**config.mk**
```make
export PLATFORM = sky130hd
export DESIGN_NAME = dsd_phase_capture
export DESIGN_NICKNAME = d
export VERILOG_FILES = /design/src/rtl/dsd_cap_pkg.sv /design/src/rtl/dsd_sync.sv /design/src/rtl/dsd_bclk_gen.sv /design/src/rtl/dsd_phase_ctrl.sv /design/src/rtl/dsd_dual_buf.sv /design/src/rtl/dsd_phase_capture.sv
export SDC_FILE = /design/constraint.sdc
export NUM_CORES = 1
export LEC_CHECK = 0
export BUFFER_PORTS_ARGS = -buffer_cell sky130_fd_sc_hd__buf_2
export CORE_MARGIN = 2
export CORE_UTILIZATION = 55
export CTS_BUF_LIST = sky130_fd_sc_hd__clkbuf_4
export CTS_CLUSTER_DIAMETER = 200
export DETAILED_ROUTE_END_ITERATION = 6
export PLACE_DENSITY = 0.78
export SLEW_MARGIN = 15
export SYNTH_ARGS = -nofsm -noshare
export SYNTH_HDL_FRONTEND = slang
export SYNTH_HIERARCHICAL = 1
export SYNTH_SLANG_ARGS = --single-unit
```
**constraint.sdc**
```tcl
create_clock -name clk -period 1.5 [get_ports clk]
set_input_delay 0.225 -clock clk [delete_from_list [all_inputs] [get_ports clk]]
set_output_delay 0.225 -clock clk [all_outputs]
set_load 0.05 [all_outputs]
```
**src/rtl/dsd_cap_pkg.sv**
```systemverilog
`timescale 1ns/1ps
package dsd_cap_pkg;

  typedef enum logic [1:0] {
    PH_IDLE      = 2'd0,
    PH_WAIT_FALL = 2'd1,
    PH_WAIT_WORD = 2'd2,
    PH_LOCK      = 2'd3
  } ph_state_t;

  // Level of the generated bit clock for a divider position.
  function automatic logic bclk_level(input int unsigned pos, input int unsigned half);
    return pos < half;
  endfunction

  // Clock high at the boundary means the early register moved recently,
  // so the late register is the stable one.
  function automatic logic pick_buffer(input logic phase_ref);
    return phase_ref;
  endfunction

  function automatic logic rising(input logic now, input logic prev);
    return now & ~prev;
  endfunction

endpackage

```
**src/rtl/dsd_sync.sv**
```systemverilog
`timescale 1ns/1ps
module dsd_sync #(
  parameter int W      = 1,
  parameter int STAGES = 2
) (
  input  logic         clk,
  input  logic         rst_n,
  input  logic [W-1:0] d,
  output logic [W-1:0] q
);
  logic [W-1:0] stg [STAGES];

  always_ff @(posedge clk or negedge rst_n) begin
    if (!rst_n) begin
      for (int i = 0; i < STAGES; i++) stg[i] <= '0;
    end else begin
      stg[0] <= d;
      for (int i = 1; i < STAGES; i++) stg[i] <= stg[i-1];
    end
  end

  assign q = stg[STAGES-1];
endmodule

```
**src/rtl/dsd_bclk_gen.sv**
```systemverilog
`timescale 1ns/1ps
module dsd_bclk_gen
  import dsd_cap_pkg::*;
#(
  parameter int DIV = 8
) (
  input  logic clk,
  input  logic rst_n,
  input  logic run,
  output logic bclk
);
  localparam int CW   = (DIV > 2) ? $clog2(DIV) : 1;
  localparam int HALF = DIV / 2;

  logic [CW-1:0] cnt, cnt_nxt;

  always_comb cnt_nxt = (cnt == CW'(DIV - 1)) ? '0 : cnt + 1'b1;

  always_ff @(posedge clk or negedge rst_n) begin
    if (!rst_n) begin
      cnt  <= '0;
      bclk <= 1'b1;
    end else if (!run) begin
      cnt  <= '0;
      bclk <= 1'b1;
    end else begin
      cnt  <= cnt_nxt;
      bclk <= bclk_level(32'(cnt_nxt), 32'(HALF));
    end
  end

  AST_BCLK_HELD_HIGH: assert property (@(posedge clk) disable iff (!rst_n)
    !run |=> bclk) else $error("bit clock not held high in init");
endmodule

```
**src/rtl/dsd_phase_ctrl.sv**
```systemverilog
`timescale 1ns/1ps
module dsd_phase_ctrl
  import dsd_cap_pkg::*;
(
  input  logic clk,
  input  logic rst_n,
  input  logic init_ok,
  input  logic resync_evt,
  input  logic rise_evt,
  input  logic fall_evt,
  input  logic word_evt,
  output logic sel_b,
  output logic aligned
);
  ph_state_t state;
  logic      phase_ref;

  always_ff @(posedge clk or negedge rst_n) begin
    if (!rst_n) begin
      state     <= PH_IDLE;
      phase_ref <= 1'b0;
      sel_b     <= 1'b0;
    end else if (!init_ok) begin
      state     <= PH_IDLE;
      phase_ref <= 1'b0;
      sel_b     <= 1'b0;
    end else if (resync_evt) begin
      state <= PH_WAIT_FALL;
    end else begin
      case (state)
        PH_WAIT_FALL: begin
          if (fall_evt) begin
            phase_ref <= 1'b0;
            state     <= PH_WAIT_WORD;
          end
        end
        PH_WAIT_WORD: begin
          if (word_evt) begin
            sel_b <= pick_buffer(phase_ref);
            state <= PH_LOCK;
          end else if (rise_evt) begin
            phase_ref <= 1'b1;
          end else if (fall_evt) begin
            phase_ref <= 1'b0;
          end
        end
        default: ;
      endcase
    end
  end

  assign aligned = (state == PH_LOCK);

  AST_LOCK_ON_WORD: assert property (@(posedge clk) disable iff (!rst_n)
    $rose(aligned) |-> $past(word_evt)) else $error("lock without word edge");
  AST_SEL_HELD: assert property (@(posedge clk) disable iff (!rst_n)
    (aligned && $past(aligned)) |-> $stable(sel_b)) else $error("selection moved");
  AST_RESYNC_DROPS: assert property (@(posedge clk) disable iff (!rst_n)
    resync_evt |=> !aligned) else $error("resync kept lock");
  AST_NO_LOCK_IN_INIT: assert property (@(posedge clk) disable iff (!rst_n)
    !init_ok |=> !aligned) else $error("locked during init");
endmodule

```
**src/rtl/dsd_dual_buf.sv**
```systemverilog
`timescale 1ns/1ps
module dsd_dual_buf
  import dsd_cap_pkg::*;
#(
  parameter int CH = 6
) (
  input  logic          clk,
  input  logic          rst_n,
  input  logic [CH-1:0] din,
  input  logic          rise_evt,
  input  logic          fall_evt,
  input  logic          sel_b,
  input  logic          pass,
  output logic [CH-1:0] dout,
  output logic          stb
);
  for (genvar c = 0; c < CH; c++) begin : g_ch
    logic early_q, late_q;
    always_ff @(posedge clk or negedge rst_n) begin
      if (!rst_n) begin
        early_q <= 1'b0;
        late_q  <= 1'b0;
      end else begin
        if (rise_evt) early_q <= din[c];
        if (fall_evt) late_q  <= early_q;
      end
    end
    assign dout[c] = sel_b ? late_q : early_q;
  end

  always_ff @(posedge clk or negedge rst_n) begin
    if (!rst_n) stb <= 1'b0;
    else        stb <= pass & (sel_b ? fall_evt : rise_evt);
  end

  AST_STB_SPACED: assert property (@(posedge clk) disable iff (!rst_n)
    stb |=> !stb) else $error("strobe on back-to-back cycles");
endmodule

```
**src/rtl/dsd_phase_capture.sv**
```systemverilog
`timescale 1ns/1ps
module dsd_phase_capture
  import dsd_cap_pkg::*;
#(
  parameter int CH          = 6,
  parameter int DIV         = 8,
  parameter int SYNC_STAGES = 2
) (
  input  logic          clk,
  input  logic          rst_n,
  input  logic          init_n,
  input  logic          sync_req,
  input  logic          bclk_master,
  input  logic          dsd_bclk_in,
  output logic          dsd_bclk_out,
  output logic          dsd_bclk_oe,
  input  logic [CH-1:0] dsd_in,
  input  logic          word_clk,
  output logic [CH-1:0] dsd_out,
  output logic          dsd_stb,
  output logic          buf_b_sel,
  output logic          aligned
);
  localparam int CTRL_W = 3;
  localparam int DATA_W = CH + 1;

  logic [CTRL_W-1:0] ctrl_s;
  logic [DATA_W-1:0] data_s;
  logic init_s, sync_s, word_s;
  logic init_p, sync_p, word_p, bclk_prev;
  logic gen_bclk, bclk_src;
  logic rise_evt, fall_evt, word_evt, resync_evt;

  dsd_sync #(.W(CTRL_W), .STAGES(SYNC_STAGES)) u_ctrl_sync (
    .clk(clk), .rst_n(rst_n), .d({init_n, sync_req, word_clk}), .q(ctrl_s));

  // Bit clock and data share one synchroniser so they stay in step.
  dsd_sync #(.W(DATA_W), .STAGES(SYNC_STAGES)) u_data_sync (
    .clk(clk), .rst_n(rst_n), .d({dsd_bclk_in, dsd_in}), .q(data_s));

  assign init_s = ctrl_s[2];
  assign sync_s = ctrl_s[1];
  assign word_s = ctrl_s[0];

  dsd_bclk_gen #(.DIV(DIV)) u_gen (
    .clk(clk), .rst_n(rst_n), .run(init_s), .bclk(gen_bclk));

  assign bclk_src = bclk_master ? gen_bclk : data_s[CH];

  always_ff @(posedge clk or negedge rst_n) begin
    if (!rst_n) begin
      init_p    <= 1'b0;
      sync_p    <= 1'b0;
      word_p    <= 1'b0;
      bclk_prev <= 1'b0;
    end else begin
      init_p    <= init_s;
      sync_p    <= sync_s;
      word_p    <= word_s;
      bclk_prev <= bclk_src;
    end
  end

  assign rise_evt   = rising(bclk_src, bclk_prev);
  assign fall_evt   = rising(bclk_prev, bclk_src);
  assign word_evt   = rising(word_s, word_p);
  assign resync_evt = rising(init_s, init_p) | (rising(sync_s, sync_p) & init_s);

  dsd_phase_ctrl u_ctrl (
    .clk(clk), .rst_n(rst_n), .init_ok(init_s), .resync_evt(resync_evt),
    .rise_evt(rise_evt), .fall_evt(fall_evt), .word_evt(word_evt),
    .sel_b(buf_b_sel), .aligned(aligned));

  dsd_dual_buf #(.CH(CH)) u_buf (
    .clk(clk), .rst_n(rst_n), .din(data_s[CH-1:0]), .rise_evt(rise_evt),
    .fall_evt(fall_evt), .sel_b(buf_b_sel), .pass(aligned),
    .dout(dsd_out), .stb(dsd_stb));

  assign dsd_bclk_out = gen_bclk;
  assign dsd_bclk_oe  = bclk_master;

  AST_STB_NEEDS_LOCK: assert property (@(posedge clk) disable iff (!rst_n)
    dsd_stb |-> $past(aligned)) else $error("strobe while unaligned");
endmodule

```
==> impl_metrics.ini <==
[sta]
hold_violations = 0
slew_violations = 0
finalClockSkew_ns = 0.0109
rsz0062_at_grt = true
worst_pin_slew_ns = 0.381
period_minus_slack_ns = 1.56
tns_ns = -0.345
period_share_pct = 104
setup_viol = 6
slew_headroom_pct = 74.6
whs_ns = 0.162
max_freq_mhz = 641
setup_ws_ns = -0.0593

[setup_path]
r2r_setup_slack_ns = 0.07
worstReg2RegEnd = u_buf/g_ch[4].early_q
crit_path_end = dsd_out[5]
path_class = register to output pin
crit_start = u_ctrl/sel_b
ff2ff_path_depth = 4
critPathLaunchType = register
regToRegStartpoint = u_gen/bclk
arrival_ns = 1.33
worst-path-max-fanout = 7
endpoint_kind = output pin
required_ns = 1.27

[finish]
n_antenna_cell = 0
final_nets = 168
syn_to_final_growth_pct = 19.4
drive_gt1_share_pct = 43.0

[yosys]
ys_top_cells_by_area = dfrtp_1 61%, mux2_4 15%, buf_4 4.6%
synth.largest_area_cell = dfrtp_1
synthCells = 115
synth_common_cells = 44 x dfrtp_1, 18 x mux2_4, 11 x buf_4
ys_types = 26
synth_nets = 133
synth_edf_count = 0
yosysWarnings = 6
synth-seq-cells = 45
ys_seq_area_share_pct = 62.6
postSynthAreaPerCell_um2 = 15.7
netlist.area_leader.share_pct = 61.1
syn-cell-area_mm2 = 0.00180
synth.most_common_cell = dfrtp_1
synth_ff_type = dfrtp_1
async_flop_share_pct = 100

[drt]
vias_per_cell = 4.78
drt_iter0_drc = 28
via_count = 932
wl_per_cell_um = 12.6
routed_wl_um = 2450
drc = 0
ant_nets = 0
dr.pass1.iters = 4

[global_routing]
grt_usage_pct = 15.8
antenna_found_initial = 0
grt_overflow_total = 0
grt_pass1_wl_um = 3970
grt_pass1_vias = 920
grt_max_degree = 20

[placed_design]
post-place-ws_ns = 0.00743
hpwl_um = 1790
portBuffers = 23
gp_congestion = 0.720

[die]
die_y_um = 61.2
coreArea_mm2 = 0.00308
ios = 24
num_rows = 20
die_w_um = 61.2
initial_core_util_pct = 58.5
dieArea_mm2 = 0.00375

[power]
p_comb_share_pct = 25.7
p_leak_nw = 1.03
peakVddDrop_mv = 0.729
p_int_mw = 1.98
power.share.clock_pct = 20.6
p_switching_mw = 0.780
swShare_pct = 28.3
seqPwrFrac_pct = 53.7
power.total_mw = 2.76
powerDensity_mw_per_mm2 = 1280

[status]
status = finished with violations
violations = setup timing

[clocking]
cts_tree = done
cts_sinks = 45
numCtsBuffers = 5
cts_root_buffer = clkbuf_4
cts_buffer_depth = 2
path_clk_slew_ns = 0.12
insertion_delay_ns = 0.35
cts.htree.levels = 2

[run]
cap_violations = 0

[min_path]
hp-class = input port to register
==> metal layers <==
| metal | up-vias | wire, um | track usage (%) |
|---|---|---|---|
| met5 | - | 0 | 0 |
| met4 | 0 | 65 | 10.2 |
| met3 | 7 | 118 | 5.04 |
| met2 | 25 | 1240 | 25.7 |
| met1 | 455 | 1030 | 17.9 |
| li1 | 445 | - | - |
==> final cells by class <==
| type | instances | area, um^2 |
|---|---|---|
| clock inverter | 1 | 7.51 |
| fill | 209 | 927 |
| sequential | 45 | 1130 |
| clock buffer | 7 | 52.6 |
| inverter | 5 | 18.8 |
| tap | 44 | 55.1 |
| timing repair buffer | 42 | 340 |
| multi-input combinational | 51 | 548 |
==> sequential cells by signal, indices dropped and copies added (netlist names), 2 cells and up <==
| name | count |
|---|---|
| u_buf/g_ch.early_q | 6 |
| u_data_sync/stg | 7 |
| u_buf/g_ch.late_q | 6 |
| u_ctrl_sync/q | 3 |
| u_ctrl_sync/stg | 3 |
| u_gen/cnt | 3 |
| u_ctrl/state | 2 |
| u_data_sync/q | 7 |
==> logic make-up after synthesis <==
logic type,share of synthesized area [%]
buffers and inverters,7.50
adders and majority gates,3.47
DFF,62.6
AOI/OAI and AO/OA,2.29
and+or+nand+nor,7.50
muxes,16.7
==> critical path, cell delays in order, from the launching register on <==
cell and delay [ns]:
dfrtp_2 0.51, mux2_4 0.32, buf_6 0.15
==> timing repair <==
item | in CTS | in global routing
buffers inserted | 1 | 1
endpoints found under the hold margin | 26 | 0
gates resized for setup | 15 | 3
hold buffers | 11 | 0
endpoints found under the setup margin | 13 | 11
==> worst min path at each step <==
stage	start	to	depth (start not counted)
finish	bclk_master	bclk_prev	3
global placement	rst_n	u_gen/cnt[2]	1
detailed placement	rst_n	u_gen/cnt[2]	1
CTS	bclk_master	bclk_prev	3
global route	bclk_master	bclk_prev	3
floorplan	rst_n	bclk_prev	0
==> cell usage in the layout (no fill, tap or decap), drive strengths merged, types with 3 or more instances in the layout <==
cell type	netlist	layout
nand2b	4	4
clkbuf	0	8
nor2	3	3
buf	14	30
dfrtp	44	44
mux2	18	18
ha	5	5
dlygate4sd3	0	11
mux2i	3	3
inv	5	5
==> per-stage QoR <==
step / std cells / area (um^2) / utilization [%]
after floorplan: 115 / 1800 / -
after global placement: 174 / 1910 / 62.2
after detailed placement: 174 / 1910 / 62.2
after CTS: 194 / 2130 / 69.3
after global routing: 195 / 2150 / 69.9
final: 195 / 2150 / 69.9
==> power by group through the flow <==
| stage | Combinational [mW] | Sequential [mW] | Clock, mW |
|---|---|---|---|
| after global routing | 0.753 | 1.51 | 0.649 |
| final | 0.709 | 1.48 | 0.567 |
| after global placement | 0.601 | 1.49 | 0 |
| after CTS | 0.703 | 1.48 | 0.593 |
| after floorplan | 0.515 | 1.47 | 0 |
| after detailed placement | 0.621 | 1.51 | 0 |
Note: power is estimated with default switching activity, not from simulation.
